--- src/rtl/cdmx_pkg.sv ---
package cdmx_pkg;

    localparam int NIBBLE_W   = 4;
    localparam int MODE_W     = 3;
    localparam int PHASES     = 4;
    localparam int PHASE_W    = $clog2(PHASES);

    localparam logic [MODE_W-1:0] MODE_LEGACY_422 = 3'b000;
    localparam logic [MODE_W-1:0] MODE_LEGACY_411 = 3'b001;

    // bus slot order inside one group
    typedef enum logic [PHASE_W-1:0] {
        SLOT_U_HI = 2'd0,
        SLOT_V_LO = 2'd1,
        SLOT_V_HI = 2'd2,
        SLOT_U_LO = 2'd3
    } slot_e;

    function automatic slot_e slot_advance(input slot_e s);
        return slot_e'(s + 2'd1);
    endfunction

    function automatic logic mode_uses_nibbles(input logic [MODE_W-1:0] m);
        return m == MODE_LEGACY_411;
    endfunction

endpackage

--- src/rtl/cdmx_sync_detect.sv ---
module cdmx_sync_detect (
    input  logic clk,
    input  logic rst,
    input  logic marker_i,
    input  logic window_i,
    output logic sync_o
);
    logic marker_prev_q;

    always_ff @(posedge clk) begin
        if (rst) marker_prev_q <= 1'b0;
        else     marker_prev_q <= marker_i;
    end

    assign sync_o = window_i && marker_i && !marker_prev_q;

endmodule

--- src/rtl/cdmx_phase_ctr.sv ---
module cdmx_phase_ctr
    import cdmx_pkg::*;
(
    input  logic  clk,
    input  logic  rst,
    input  logic  sync_i,
    output slot_e slot_o,
    output logic  locked_o
);
    slot_e slot_q;
    logic  locked_q;

    always_ff @(posedge clk) begin
        if (rst) begin
            slot_q   <= SLOT_U_HI;
            locked_q <= 1'b0;
        end else if (sync_i) begin
            slot_q   <= SLOT_U_HI;
            locked_q <= 1'b1;
        end else begin
            slot_q   <= slot_advance(slot_q);
        end
    end

    assign slot_o   = slot_q;
    assign locked_o = locked_q;

    p_realign_r2: assert property (@(posedge clk) disable iff (rst)
        sync_i |=> (slot_q == SLOT_U_HI) && locked_q);

    p_free_run_r5: assert property (@(posedge clk) disable iff (rst)
        !sync_i |=> slot_q == slot_e'($past(slot_q) + 2'd1));

    p_lock_sticky_r8: assert property (@(posedge clk) disable iff (rst)
        locked_q |=> locked_q);

endmodule

--- src/rtl/cdmx_assemble.sv ---
module cdmx_assemble
    import cdmx_pkg::*;
#(
    parameter int NIB_W    = NIBBLE_W,
    localparam int SAMP_W  = 2 * NIB_W
)(
    input  logic             clk,
    input  logic             rst,
    input  logic [NIB_W-1:0] nib_i,
    input  slot_e            slot_i,
    input  logic             locked_i,
    input  logic             sync_i,
    input  logic             enable_i,
    output logic [SAMP_W-1:0] u_o,
    output logic [SAMP_W-1:0] v_o,
    output logic             valid_o
);
    logic [NIB_W-1:0]  u_hi_q, v_lo_q, v_hi_q;
    logic [SAMP_W-1:0] u_q, v_q;
    logic              valid_q;
    logic              take;

    assign take = locked_i && !sync_i;

    always_ff @(posedge clk) begin
        if (rst) begin
            u_hi_q  <= '0;
            v_lo_q  <= '0;
            v_hi_q  <= '0;
            u_q     <= '0;
            v_q     <= '0;
            valid_q <= 1'b0;
        end else begin
            valid_q <= 1'b0;
            if (take) begin
                unique case (slot_i)
                    SLOT_U_HI: u_hi_q <= nib_i;
                    SLOT_V_LO: v_lo_q <= nib_i;
                    SLOT_V_HI: v_hi_q <= nib_i;
                    SLOT_U_LO: begin
                        if (enable_i) begin
                            u_q     <= {u_hi_q, nib_i};
                            v_q     <= {v_hi_q, v_lo_q};
                            valid_q <= 1'b1;
                        end
                    end
                    default: ;
                endcase
            end
        end
    end

    assign u_o     = u_q;
    assign v_o     = v_q;
    assign valid_o = valid_q;

    p_single_pulse_r6: assert property (@(posedge clk) disable iff (rst)
        valid_q |=> !valid_q);

    p_hold_u_r7: assert property (@(posedge clk) disable iff (rst)
        !$stable(u_q) |-> valid_q || $past(rst));

    p_hold_v_r7: assert property (@(posedge clk) disable iff (rst)
        !$stable(v_q) |-> valid_q || $past(rst));

    p_need_lock_r8: assert property (@(posedge clk) disable iff (rst)
        !locked_i |=> !valid_q);

    p_sync_no_data_r10: assert property (@(posedge clk) disable iff (rst)
        sync_i |=> !valid_q);

endmodule

--- src/rtl/chroma_nibble_demux.sv ---
module chroma_nibble_demux
    import cdmx_pkg::*;
#(
    parameter int NIB_W   = NIBBLE_W,
    parameter int MODE_BW = MODE_W
)(
    input  logic                 clk,
    input  logic                 rst,
    input  logic [NIB_W-1:0]     chroma_i,
    input  logic                 vblank_i,
    input  logic [MODE_BW-1:0]   mode_i,
    output logic [2*NIB_W-1:0]   u_o,
    output logic [2*NIB_W-1:0]   v_o,
    output logic                 valid_o
);
    logic  sync_hit;
    logic  locked;
    logic  path_en;
    slot_e slot;

    assign path_en = mode_uses_nibbles(MODE_W'(mode_i));

    cdmx_sync_detect u_sync (
        .clk      (clk),
        .rst      (rst),
        .marker_i (chroma_i[0]),
        .window_i (vblank_i),
        .sync_o   (sync_hit)
    );

    cdmx_phase_ctr u_phase (
        .clk      (clk),
        .rst      (rst),
        .sync_i   (sync_hit),
        .slot_o   (slot),
        .locked_o (locked)
    );

    cdmx_assemble #(.NIB_W(NIB_W)) u_asm (
        .clk      (clk),
        .rst      (rst),
        .nib_i    (chroma_i),
        .slot_i   (slot),
        .locked_i (locked),
        .sync_i   (sync_hit),
        .enable_i (path_en),
        .u_o      (u_o),
        .v_o      (v_o),
        .valid_o  (valid_o)
    );

    p_mode_gate_r9: assert property (@(posedge clk) disable iff (rst)
        valid_o |-> $past(mode_i) == MODE_BW'(MODE_LEGACY_411));

    p_reset_clear_r1: assert property (@(posedge clk)
        rst |=> !valid_o && (u_o == '0) && (v_o == '0));

endmodule

--- config.mk ---
export PLATFORM = sky130hd
export DESIGN_NAME = chroma_nibble_demux
export DESIGN_NICKNAME = d
export VERILOG_FILES = /design/src/rtl/cdmx_pkg.sv /design/src/rtl/cdmx_sync_detect.sv /design/src/rtl/cdmx_phase_ctr.sv /design/src/rtl/cdmx_assemble.sv /design/src/rtl/chroma_nibble_demux.sv
export SDC_FILE = /design/constraint.sdc
export NUM_CORES = 1
export LEC_CHECK = 0
export BUFFER_PORTS_ARGS = -buffer_cell sky130_fd_sc_hd__clkbuf_2
export CORE_UTILIZATION = 47
export CTS_BUF_LIST = sky130_fd_sc_hd__clkbuf_8 sky130_fd_sc_hd__clkbuf_16
export DETAILED_ROUTE_END_ITERATION = 6
export GPL_TIMING_DRIVEN = 1
export PLACE_DENSITY_LB_ADDON = 0.12
export RECOVER_POWER = 25
export SYNTH_ARGS = -nofsm -noshare
export SYNTH_HDL_FRONTEND = slang
export SYNTH_HIERARCHICAL = 1
export SYNTH_SLANG_ARGS = --single-unit
--- constraint.sdc ---
create_clock -name clk -period 1.3 [get_ports clk]
set_input_delay 0.065 -clock clk [delete_from_list [all_inputs] [get_ports clk]]
set_output_delay 0.065 -clock clk [all_outputs]
set_load 0.02 [all_outputs]
Word level (Yosys, flattened, before mapping)
Index checks and enable logic that the tools add are counted.
- flip-flop bits (word level): 33
- input port bits: 10
- output and inout port bits: 17
- word-level logic and storage cells: 29
- $add $sub $neg: 1
- equality and inequality tests: 4
- muxes and demuxes: 1
- bitwise logic cells: 2
- reduce and logical (&&, ||, !) cells: 12
- operator list (cell ; number):
    2-bit AND reduction ; 3
    2-bit equality test, second input constant ; 2
    3-bit by 1-bit equality test with 1-bit output, second input constant ; 1
    1-bit logical AND ; 3
    3-bit AND reduction ; 1
    3-bit OR reduction ; 1
    2-bit by 1-bit adder with 2-bit output, second input constant ; 1
    2-bit by 1-bit equality test with 1-bit output, second input constant ; 1
    1-bit zero test ; 2
    2-bit zero test ; 1
    1-bit NOT ; 2
    2-bit OR reduction ; 1
    1-bit 2-to-1 mux ; 1

Logic depth before layout (Yosys ltp)
- word-level depth: 6
- mapped depth: 5
- depth with buffers taken out: 4

By module
The synthesis kept the hierarchy.
- modules (own cells, without submodules) (module ; instances ; cells an instance ; area each (µm²) ; seq. area each (µm²)):
    cdmx_assemble ; 1 ; 103 ; 1164.9 ; 580.6
    cdmx_phase_ctr ; 1 ; 8 ; 91.3 ; 60.1
    cdmx_sync_detect ; 1 ; 3 ; 35.0 ; 20.0
    chroma_nibble_demux ; 1 ; 1 ; 12.5 ; 0.0

Worst setup path before layout
No wires, ideal clock.
- kind: reg-to-reg
- from: register u_sync.marker_prev_q
- to: register u_asm.u_q[0], in the netlist u_asm/u_o[0]
- library setup time: 0.122 ns
- data arrival time: 1.211 ns
- required time: 1.178 ns
- slack: -0.033 ns
- stages on the path, launching flop included: 6
- buffers on the path: 1
- period minus slack after synthesis: 1.333 ns
- cell sequence: dfxtp_1 and3b_1 and3b_2 and3_4 buf_6 mux2i_1
- longest elaborated chain between the ends: 5
- ends and longest elaborated chain (element ; line ; source):
    start, declared ; cdmx_sync_detect.sv:8 ; logic marker_prev_q;
    start signal, assigned ; cdmx_sync_detect.sv:12 ; else marker_prev_q <= marker_i;
    1-bit zero test ; cdmx_sync_detect.sv:15 ; assign sync_o = window_i && marker_i && !marker_prev_q;
    1-bit logical AND ; cdmx_sync_detect.sv:15 ;
    net sync_hit ; chroma_nibble_demux.sv:16 ; logic sync_hit;
    1-bit zero test ; cdmx_assemble.sv:23 ; assign take = locked_i && !sync_i;
    1-bit logical AND ; cdmx_assemble.sv:23 ;
    3-bit AND reduction (no source line) ; - ;
    end signal, assigned ; cdmx_assemble.sv:42 ; u_q <= {u_hi_q, nib_i};
    end, declared ; cdmx_assemble.sv:19 ; logic [SAMP_W-1:0] u_q, v_q;
The timed path passes the listed nets, and every way through them passes these cells.
A chain may end at the register's enable or synchronous reset.

Worst setup path in the final report
- from: register u_sync.marker_prev_q
- to: register u_asm.u_q[1], in the netlist u_asm/u_o[1]
The elaborated chain is that of the path after synthesis.

==> flow_metrics.env <==
export IMPL_status="complete, but fails checks"
export IMPL_violations="setup timing"
export IMPL_cts_made_buffers=5
export IMPL_crit_type="flop to flop"
export IMPL_root_buffer="clkbuf_8"
export IMPL_grt_pass1_wl_um=3410
export IMPL_cts_htree_levels=2
export IMPL_fin_ws_ps=-51.3
export IMPL_vias=854
export IMPL_power_leakage_uw=0.000649
export IMPL_async_flop_share=0
export IMPL_post_cts_resized=0
export IMPL_hold_class="input port to flop"
export IMPL_clock_skew_ps=3.83
export IMPL_setup_viol=19
export IMPL_finalSetupTns_ps=-353
export IMPL_max_cap_viol_count=0
export IMPL_yosysMostFrequentCell="dfxtp_1"
export IMPL_clk_latency_ps=290
export IMPL_nNetsFinal=155
export IMPL_maxSlewViolCount=0
export IMPL_cts_tree="done"
export IMPL_cp_arrival_ps=1560
export IMPL_fin_crit_ps=1350
export IMPL_insertedDiodeCount=0
export IMPL_ys_top_cells_by_count="dfxtp_1 (33), nand2b_1 (32), mux2i_1 (28)"
export IMPL_max_slew_margin_rel=0.230
export IMPL_drc=0
export IMPL_yosysTopAreaCell="dfxtp_1"
export IMPL_rrSetupSlack_ps=-50
export IMPL_clk_path_buf_depth=2
export IMPL_rsz0062_at_grt="yes"
export IMPL_drive_above_1_share=0.260
export IMPL_synth_cell_types=19
export IMPL_gp_congestion=0.758
export IMPL_vdd_drop_max_uv=972
export IMPL_post_route_period_util=1.04
export IMPL_die_y_um=54.7
export IMPL_synth_seq_cells=33
export IMPL_ios=27
export IMPL_wl_um=2310
export IMPL_syn2layout_area_growth_pct=21.3
export IMPL_rows=18
export IMPL_cp_max_fo=9
export IMPL_hold_viol=0
export IMPL_synth_top_area_share=0.507
export IMPL_first_iter_violations=7
export IMPL_start_kind="flop"
export IMPL_first_pass_iters=4
export IMPL_synth_area_um2=1300
export IMPL_postSynthAreaPerCell_um2=11.3
export IMPL_ant_nets=0
export IMPL_fp_coreArea_um2=2540
export IMPL_ys_flop_type="dfxtp_1"
export IMPL_grt_usage=0.175
export IMPL_initial_utilization=0.512
export IMPL_syn_inst=115
export IMPL_viasPerCell=4.85
export IMPL_post_drt_wl_per_cell_um=13.1
export IMPL_fp_dieArea_um2=2990
export IMPL_die_w_um=54.7
export IMPL_postCtsSetupBuffers=0
export IMPL_first_global_vias=750
export IMPL_dp_hpwl_um=1550
export IMPL_clk_pin_slew_ps=70
export IMPL_yosys_warnings=6
export IMPL_synthTopCellsByArea="dfxtp_1 (51%), mux2i_1 (21%), nand2b_1 (15%)"
export IMPL_tightestPinTransition_ps=1150
export IMPL_ys_seq_area_frac=0.507
export IMPL_postSynthNetCount=125
export IMPL_antenna_found_initial=0
export IMPL_clock_sink_count=33
export IMPL_max_freq_mhz=740
export IMPL_gr_total_overflow=0
export IMPL_p_per_area_nw_per_um2=1330
export IMPL_port_buffers=26
export IMPL_crit_path_end_kind="flop"
export IMPL_hold_ws_ps=32.8
export IMPL_worstPathRequired_ps=1510
export IMPL_grt_max_degree=38
export IMPL_synth_edf_count=0
metrics by stage:
step	setup WS, ps	cell area [um2]	utilization	total power [uW]	instances
floorplan	-16.5	1310	-	1130	115
detailed placement	-42.5	1480	0.580	1160	168
global placement	18.2	1480	0.580	1160	168
global route	-122	1580	0.621	2180	176
finish	-51.3	1580	0.621	2100	176
CTS	-57.0	1590	0.625	2130	176
sequential cells by signal, summed over array words and instances (netlist names):
signal                cells
u_asm/u_hi_q              4
u_asm/u_o                 8
u_asm/v_hi_q              4
u_asm/v_lo_q              4
u_asm/v_o                 8
u_asm/valid_o             1
u_phase/locked_o          1
u_phase/slot_o            2
u_sync/marker_prev_q      1
power by group:
part	switching (uW)	leakage [uW]	internal, uW
combinational	44.6	0.000328	53.7
sequential	13.0	0.000267	1030
clock	391	0.0000543	573
layout by cell type, fill, tap and decap left out, types with 2 or more instances in the layout:
master,Yosys,layout
dfxtp_1,33,33
nand2b_1,32,32
mux2i_1,28,28
clkbuf_2,2,19
clkbuf_1,3,7
clkbuf_8,0,5
nor2_1,3,3
buf_4,1,3
and3b_2,1,2
nor2b_1,2,2
cell type report:
class                   instances  area (um2)
clock inverters                 3        46.3
multi-input cells              75         604
repair buffers                 30         164
well taps                      30        37.5
fillers                       229         963
clock buffers                   5        68.8
flip-flops and latches         33         661
metal layers:
metal,track usage,share of wire,up-vias
met3,0.0833,0.052,5
met5,0,0,-
li1,-,-,440
met2,0.251,0.45,22
met4,0.0897,0.011,0
met1,0.216,0.49,387
worst max-delay path, cell delays in order, from the launching register on:
cell and delay [ps]:
dfxtp_1 290, and3b_2 260, and3b_2 230, nand3_1 130
buf_12 150, mux2i_1 210
path summary, 6_finish.rpt:
kind / start / cells past startpoint / endpoint
max reg2reg: u_sync/marker_prev_q$_SDFF_PP0_ / 5 / u_asm/u_o[1]$_SDFFE_PP0P_
min reg2reg: u_asm/v_o[3]$_SDFFE_PP0P_ / 2 / u_asm/v_o[3]$_SDFFE_PP0P_
max: u_sync/marker_prev_q$_SDFF_PP0_ / 5 / u_asm/u_o[1]$_SDFFE_PP0P_
min: chroma_i[0] / 2 / u_sync/marker_prev_q$_SDFF_PP0_
logic make-up (layout without fill, tap and decap cells):
| kind of cell | count (synthesis) | count (layout) | synth area share |
|---|---|---|---|
| xor+xnor | 1 | 1 | 0.00672 |
| flops | 33 | 33 | 0.507 |
| buf+inv | 7 | 38 | 0.0307 |
| mux | 28 | 28 | 0.215 |
| simple gates | 46 | 46 | 0.241 |
timing repair:
item	in CTS	in global routing
endpoints found under the setup margin	18	20
endpoints found under the hold margin	0	0
gates cloned	0	0
hold buffers	0	0
Note: power is estimated with default switching activity, not from simulation.
